`config.mk`:
```
export PLATFORM = sky130hd
export DESIGN_NAME = lut8_frac_cell
export DESIGN_NICKNAME = d
export VERILOG_FILES = /design/src/rtl/lut8_pkg.sv /design/src/rtl/lut8_cfg_chain.sv /design/src/rtl/lut8_route.sv /design/src/rtl/lut8_eval.sv /design/src/rtl/lut8_out_bit.sv /design/src/rtl/lut8_frac_cell.sv
export SDC_FILE = /design/constraint.sdc
export NUM_CORES = 1
export LEC_CHECK = 0
export BUFFER_PORTS_ARGS = -buffer_cell sky130_fd_sc_hd__buf_2
export CAP_MARGIN = 20
export CORE_MARGIN = 2
export CORE_UTILIZATION = 45
export DETAILED_ROUTE_END_ITERATION = 8
export PLACE_DENSITY = 0.68
export SLEW_MARGIN = 10
export SYNTH_ARGS = -nofsm -noshare
export SYNTH_HDL_FRONTEND = slang
export SYNTH_SLANG_ARGS = --single-unit
```
`constraint.sdc`:
```
create_clock -name clk -period 6.8 [get_ports clk]
set_input_delay 1.7 -clock clk [delete_from_list [all_inputs] [get_ports clk]]
set_output_delay 1.7 -clock clk [all_outputs]
set_load 0.02 [all_outputs]
```
`src/rtl/lut8_pkg.sv`:
```
`timescale 1ns/1ps
package lut8_pkg;

    localparam int N_IN    = 8;
    localparam int N_OUT   = 2;
    localparam int IDX_W   = 6;
    localparam int HALF    = 1 << IDX_W;
    localparam int CFG_W   = 2 * HALF;
    localparam int MODE_W  = 3;

    typedef enum logic [MODE_W-1:0] {
        M_QUAD_PAIR  = 3'd0,
        M_FIVE_THREE = 3'd1,
        M_FIVE_FOUR  = 3'd2,
        M_FIVE_FIVE  = 3'd3,
        M_SIX        = 3'd4,
        M_SIX_TWIN   = 3'd5
    } lut8_mode_e;

    typedef struct packed {
        logic [IDX_W-1:0] idx_a;
        logic [IDX_W-1:0] idx_b;
        logic             en_a;
        logic             en_b;
        logic             b_reads_a;
    } lut8_route_t;

    function automatic logic mode_is_legal(input logic [MODE_W-1:0] m);
        return m <= 3'd5;
    endfunction

endpackage

```
`src/rtl/lut8_cfg_chain.sv`:
```
`timescale 1ns/1ps
module lut8_cfg_chain
    import lut8_pkg::*;
#(
    parameter int BITS = CFG_W
) (
    input  logic            clk,
    input  logic            rst,
    input  logic            shift_en,
    input  logic            shift_din,
    output logic [BITS-1:0] table_q
);

    always_ff @(posedge clk) begin
        if (rst)
            table_q <= '0;
        else if (shift_en)
            table_q <= {table_q[BITS-2:0], shift_din};
    end

    // the table only moves while shifting
    a_r8_table_frozen: assert property (@(posedge clk) disable iff (rst)
        !shift_en |=> $stable(table_q));

    // reset empties the table
    a_r12_table_clear: assert property (@(posedge clk)
        rst |=> table_q == '0);

endmodule

```
`src/rtl/lut8_route.sv`:
```
`timescale 1ns/1ps
module lut8_route
    import lut8_pkg::*;
(
    input  logic              clk,
    input  logic              rst,
    input  logic [MODE_W-1:0] mode,
    input  logic [N_IN-1:0]   pins,
    output lut8_route_t       route
);

    always_comb begin
        route = '0;
        case (lut8_mode_e'(mode))
            M_QUAD_PAIR: begin
                route.idx_a = {2'b00, pins[3:0]};
                route.idx_b = {2'b00, pins[7:4]};
                route.en_a  = 1'b1;
                route.en_b  = 1'b1;
            end
            M_FIVE_THREE: begin
                route.idx_a = {1'b0, pins[4:0]};
                route.idx_b = {3'b000, pins[7:5]};
                route.en_a  = 1'b1;
                route.en_b  = 1'b1;
            end
            M_FIVE_FOUR: begin
                route.idx_a = {1'b0, pins[4:0]};
                route.idx_b = {2'b00, pins[7:4]};
                route.en_a  = 1'b1;
                route.en_b  = 1'b1;
            end
            M_FIVE_FIVE: begin
                route.idx_a = {1'b0, pins[4:0]};
                route.idx_b = {1'b0, pins[7:3]};
                route.en_a  = 1'b1;
                route.en_b  = 1'b1;
            end
            M_SIX: begin
                route.idx_a = pins[5:0];
                route.en_a  = 1'b1;
            end
            M_SIX_TWIN: begin
                route.idx_a     = pins[5:0];
                route.idx_b     = {pins[7:6], pins[3:0]};
                route.en_a      = 1'b1;
                route.en_b      = 1'b1;
                route.b_reads_a = 1'b1;
            end
            default: route = '0;
        endcase
    end

    // in the five/four mode both halves see the one shared pin
    a_r3_shared_pin: assert property (@(posedge clk) disable iff (rst)
        (mode == 3'd2) |-> (route.idx_a[4] == route.idx_b[0]));

    // in the five/five mode both halves see the two shared pins
    a_r4_shared_pair: assert property (@(posedge clk) disable iff (rst)
        (mode == 3'd3) |-> (route.idx_a[4:3] == route.idx_b[1:0]));

    // single wide function leaves the second half idle
    a_r5_b_idle: assert property (@(posedge clk) disable iff (rst)
        (mode == 3'd4) |-> !route.en_b);

endmodule

```
`src/rtl/lut8_eval.sv`:
```
`timescale 1ns/1ps
module lut8_eval
    import lut8_pkg::*;
(
    input  logic              clk,
    input  logic              rst,
    input  logic [MODE_W-1:0] mode,
    input  lut8_route_t       route,
    input  logic [CFG_W-1:0]  table_q,
    output logic [N_OUT-1:0]  res
);

    logic [HALF-1:0] half_a;
    logic [HALF-1:0] half_b;
    logic [HALF-1:0] src_b;

    assign half_a = table_q[HALF-1:0];
    assign half_b = table_q[CFG_W-1:HALF];

    always_comb begin
        src_b  = route.b_reads_a ? half_a : half_b;
        res[0] = route.en_a & half_a[route.idx_a];
        res[1] = route.en_b & src_b[route.idx_b];
    end

    // reserved codes produce nothing
    a_r7_unused_zero: assert property (@(posedge clk) disable iff (rst)
        !mode_is_legal(mode) |-> (res == '0));

    // twin functions with equal selects give equal results
    a_r6_twin_match: assert property (@(posedge clk) disable iff (rst)
        (mode == 3'd5 && route.idx_a == route.idx_b) |-> (res[0] == res[1]));

endmodule

```
`src/rtl/lut8_out_bit.sv`:
```
`timescale 1ns/1ps
module lut8_out_bit (
    input  logic clk,
    input  logic rst,
    input  logic ce,
    input  logic hold,
    input  logic use_reg,
    input  logic d,
    output logic y
);

    logic q;

    always_ff @(posedge clk) begin
        if (rst)
            q <= 1'b0;
        else if (ce && !hold)
            q <= d;
    end

    assign y = use_reg ? q : d;

    // configuration freezes the register
    a_r11_cfg_hold: assert property (@(posedge clk) disable iff (rst)
        hold |=> $stable(q));

    // no enable, no change
    a_r10_ce_hold: assert property (@(posedge clk) disable iff (rst)
        !ce |=> $stable(q));

    // reset clears the register
    a_r12_reg_clear: assert property (@(posedge clk)
        rst |=> !q);

endmodule

```
`src/rtl/lut8_frac_cell.sv`:
```
`timescale 1ns/1ps
module lut8_frac_cell
    import lut8_pkg::*;
(
    input  logic              clk,
    input  logic              rst,
    input  logic [MODE_W-1:0] mode,
    input  logic [N_IN-1:0]   lut_in,
    input  logic              cfg_en,
    input  logic              cfg_din,
    input  logic              ce,
    input  logic [N_OUT-1:0]  reg_sel,
    output logic [N_OUT-1:0]  y
);

    logic [CFG_W-1:0] table_q;
    lut8_route_t      route;
    logic [N_OUT-1:0] res;

    lut8_cfg_chain #(.BITS(CFG_W)) u_cfg (
        .clk       (clk),
        .rst       (rst),
        .shift_en  (cfg_en),
        .shift_din (cfg_din),
        .table_q   (table_q)
    );

    lut8_route u_route (
        .clk   (clk),
        .rst   (rst),
        .mode  (mode),
        .pins  (lut_in),
        .route (route)
    );

    lut8_eval u_eval (
        .clk     (clk),
        .rst     (rst),
        .mode    (mode),
        .route   (route),
        .table_q (table_q),
        .res     (res)
    );

    for (genvar k = 0; k < N_OUT; k++) begin : g_out
        lut8_out_bit u_out (
            .clk     (clk),
            .rst     (rst),
            .ce      (ce),
            .hold    (cfg_en),
            .use_reg (reg_sel[k]),
            .d       (res[k]),
            .y       (y[k])
        );
    end

    // combinational select passes the result through unchanged
    a_r9_comb_path: assert property (@(posedge clk) disable iff (rst)
        (reg_sel == '0) |-> (y == res));

endmodule

```
==> key figures <==
Outcome
  – Status: complete, no violations

Setup path
  – Data required time of the critical path: 5.10 ns
  – CP max FO: 25
  – CP Class: input pin to primary output
  – Worst R2R End: g_out[0].u_out.q
  – Worst path bufs/invs: 2
  – Startpoint types: input pin
  – Data arrival time of the worst path: 4.86 ns
  – Max incr delay on CP: 0.67 ns
  – Setup crit end kind: primary output
  – FF-to-FF setup slack: 4.72 ns
  – Largest delay share family, worst path: compound AO/OA/AOI/OAI gates
  – FF-to-FF Start: u_cfg.table_q[32]
  – CP max-delay cell: o211ai_4
  – Path depth of the worst reg2reg path: 6
  – Most frequent CP cell: buf_2
  – CP Cell Sequence: buf_2, mux2i_1, o211ai_4, mux2_2, or4_1, and4_1, a211o_1, a32oi_1, o21ai_1, buf_2

Routing
  – Pre-antenna DRT Iters: 5
  – Detailed-route via count: 5104
  – # DRC: 0
  – Iter 0 DRT Violations: 474
  – Drt total wl: 15400 microns
  – Final antenna-violating net count: 0
  – Post-DR wirelength/cell: 17.6 microns
  – Vias/cell: 5.83

Finish
  – Most common cell after layout, fill and taps aside: mux2i_1
  – Share of cells above drive strength 1: 14.2%
  – Total Nets Final: 697
  – Ant. Diodes: 0
  – Final instance area: 7420 sq um
  – Fill cells: 1295
  – Area Overhead vs Synth: 11.1%
  – Core Util, Final: 51.0%
  – Commonest non-fill, non-tap cells in the layout: mux2i_1, nor2_1, dfxtp_1

STA
  – Slew Limit Headroom: 28.1%
  – Min cycle time layout: 6.56 ns
  – Worst Tran Pin Value: 1.08 ns
  – Worst clock skew: 0.00728 ns
  – Max-slew violation count: 0
  – Final hold violations: 0
  – Setup-failing EPs final: 0
  – Fmax: 152 MHz
  – RSZ-0062 raised after global routing: no
  – Fin crit share: 96.5%
  – Final setup TNS: 0 ns

Power
  – LEAKAGE: 0.00311 uW
  – PD cells: 244 nW/um^2
  – Peak supply drop: 140 uV

Placed design
  – Post-DP HPWL: 10000 microns
  – RD Place Congestion: 0.884
  – IO Port Bufs: 19
  – DP Area: 6810 sq um

GRT
  – Vias in the first global route: 4859
  – First-pass GRT wire length: 24900 microns
  – Global-route met2 utilization: 30.7%
  – GRT busiest layer: met2
  – Largest net degree at the start of global routing: 115
  – Gr usage total: 19.7%
  – Grt met1 use: 26.0%
  – GR Util met3: 4.84%
  – Antenna violations before repair: 0
  – Gr ovfl total: 0

Synthesis
  – Post-synthesis cell type count: 59
  – #FFs+latches synth: 130
  – Primary FF master, synth: dfxtp_1
  – Post-synthesis sequential area ratio: 39.0%
  – Count of flip-flops with a built-in enable after synthesis: 0
  – Syn Nets: 704
  – Mapped Avg Cell Area: 9.73 sq um
  – Post-synth ARST share: 0%
  – Synth Instances: 686
  – Syn. warnings: 0
  – Post-Syn Area: 6680 sq um

Hold path
  – Hold Startpoint: g_out[1].u_out.q
  – Worst min path class: flip-flop to flip-flop
  – Hold Path Stages: 2
  – Hold path endpoint: g_out[1].u_out.q

Die
  – Die width: 126 microns
  – Core area: 14500 sq um
  – Starting Density: 45.9%
  – Die area: 15800 sq um
  – I/O pins: 20
  – DIE HEIGHT: 126 microns
  – Cell Rows: 44

Clock tree
  – CTS Sinks: 130
  – Worst skew pair latency: 0.42 ns
  – Post-CTS sizing: 0
  – Longest Clk Path Bufs: 2
  – Root Driver: clkbuf_16
  – Setup Buffers After CTS: 0
  – CTS tree: built
  – H-tree depth: 4
  – CTS Hold Bufs: 0
  – CTS Buf Count: 17
  – Worst-path clk slew: 0.06 ns

Job
  – Max cap viols: 0
[registers in the layout (all words and copies together), names as in the netlist]
name	cells
u_cfg.table_q	128
g_out.u_out.q	2
[metrics by stage]
step           power, uW  hold slack, ns  setup WS, ns  cells
3_5_place_dp         936           0.479         0.261    843
4_1_cts             1820           0.490         0.253    874
6_report            1810           0.490         0.237    875
3_3_place_gp         932           0.461         0.352    843
2_1_floorplan        904           0.452          1.14    686
5_1_grt             1870           0.520        0.0534    875
[worst max-delay path by stage]
stage | startpoint | end | slack (ns) | depth (start not counted)
floorplan | mode[0] | y[1] | 1.14 | 11
global placement | mode[2] | y[1] | 0.35 | 10
detailed placement | mode[2] | y[1] | 0.26 | 10
CTS | mode[2] | y[1] | 0.25 | 10
global route | mode[2] | y[1] | 0.05 | 11
finish | mode[2] | y[1] | 0.24 | 10
[where the power goes]
group | switching, uW | total [uW] | internal (uW) | leakage, uW
combinational | 97.6 | 158 | 60.6 | 0.00178
clock | 315 | 889 | 574 | 0.000284
sequential | 1.31 | 765 | 764 | 0.00105
[routing by layer]
layer / share of wire (%) / vias up
met5: 0 / -
met4: 1.9 / 0
met3: 5.5 / 23
met2: 47 / 133
met1: 46 / 2513
li1: - / 2435
[worst min-delay path, delay by kind of cell, from the launching register on]
| family | cells | cell delay [ns] |
|---|---|---|
| AND/OR/NAND/NOR | 1 | 0.08 |
| AO/OA/AOI/OAI | 1 | 0.06 |
| flip-flops | 1 | 0.31 |
[layout make-up]
class	instances	area [sq um]	share of cell area, %
multi-input combinational	497	3790	51.1
sequential	130	2600	35.1
clock buffer	26	499	6.73
tap	184	230	3.10
timing repair buffer	31	214	2.89
clock inverter	5	75.1	1.01
inverter	2	7.51	0.101
[logic make-up after synthesis]
logic type	Yosys count	synth area share, %
AND/OR/NAND/NOR	231	14.8
multiplexers	191	32.5
AO/OA/AOI/OAI	75	9.26
flip-flops	130	39.0
buffers and inverters	59	4.42
[cells in the mapped netlist, types with 2 or more instances]
master	n	area, sq um
nand3_1	7	35.0
buf_2	11	55.1
nor3_1	3	15.0
a21o_1	2	15.0
nand3b_1	5	37.5
nand2b_1	3	18.8
inv_1	2	7.51
o211ai_1	8	60.1
nand4b_1	3	26.3
a31oi_1	5	31.3
nand2_1	52	195
a211o_1	5	43.8
a221o_1	3	30.0
a22o_1	2	17.5
or3b_1	2	17.5
buf_6	6	67.6
a22oi_1	8	60.1
a32oi_1	2	17.5
buf_1	7	26.3
buf_4	4	30.0
o21ai_1	3	15.0
a221oi_1	3	26.3
and3_1	3	18.8
o21ai_0	4	20.0
mux2_2	12	135
clkbuf_1	29	109
mux2i_1	158	1580
a211oi_2	2	25.0
a21bo_2	2	20.0
dfxtp_1	130	2600
nor2_1	136	510
mux4_2	19	428
and2_1	7	43.8
nor2b_1	5	31.3
a211oi_1	6	45.0
a222oi_1	4	40.0
Power figures use the tool's default switching activity.
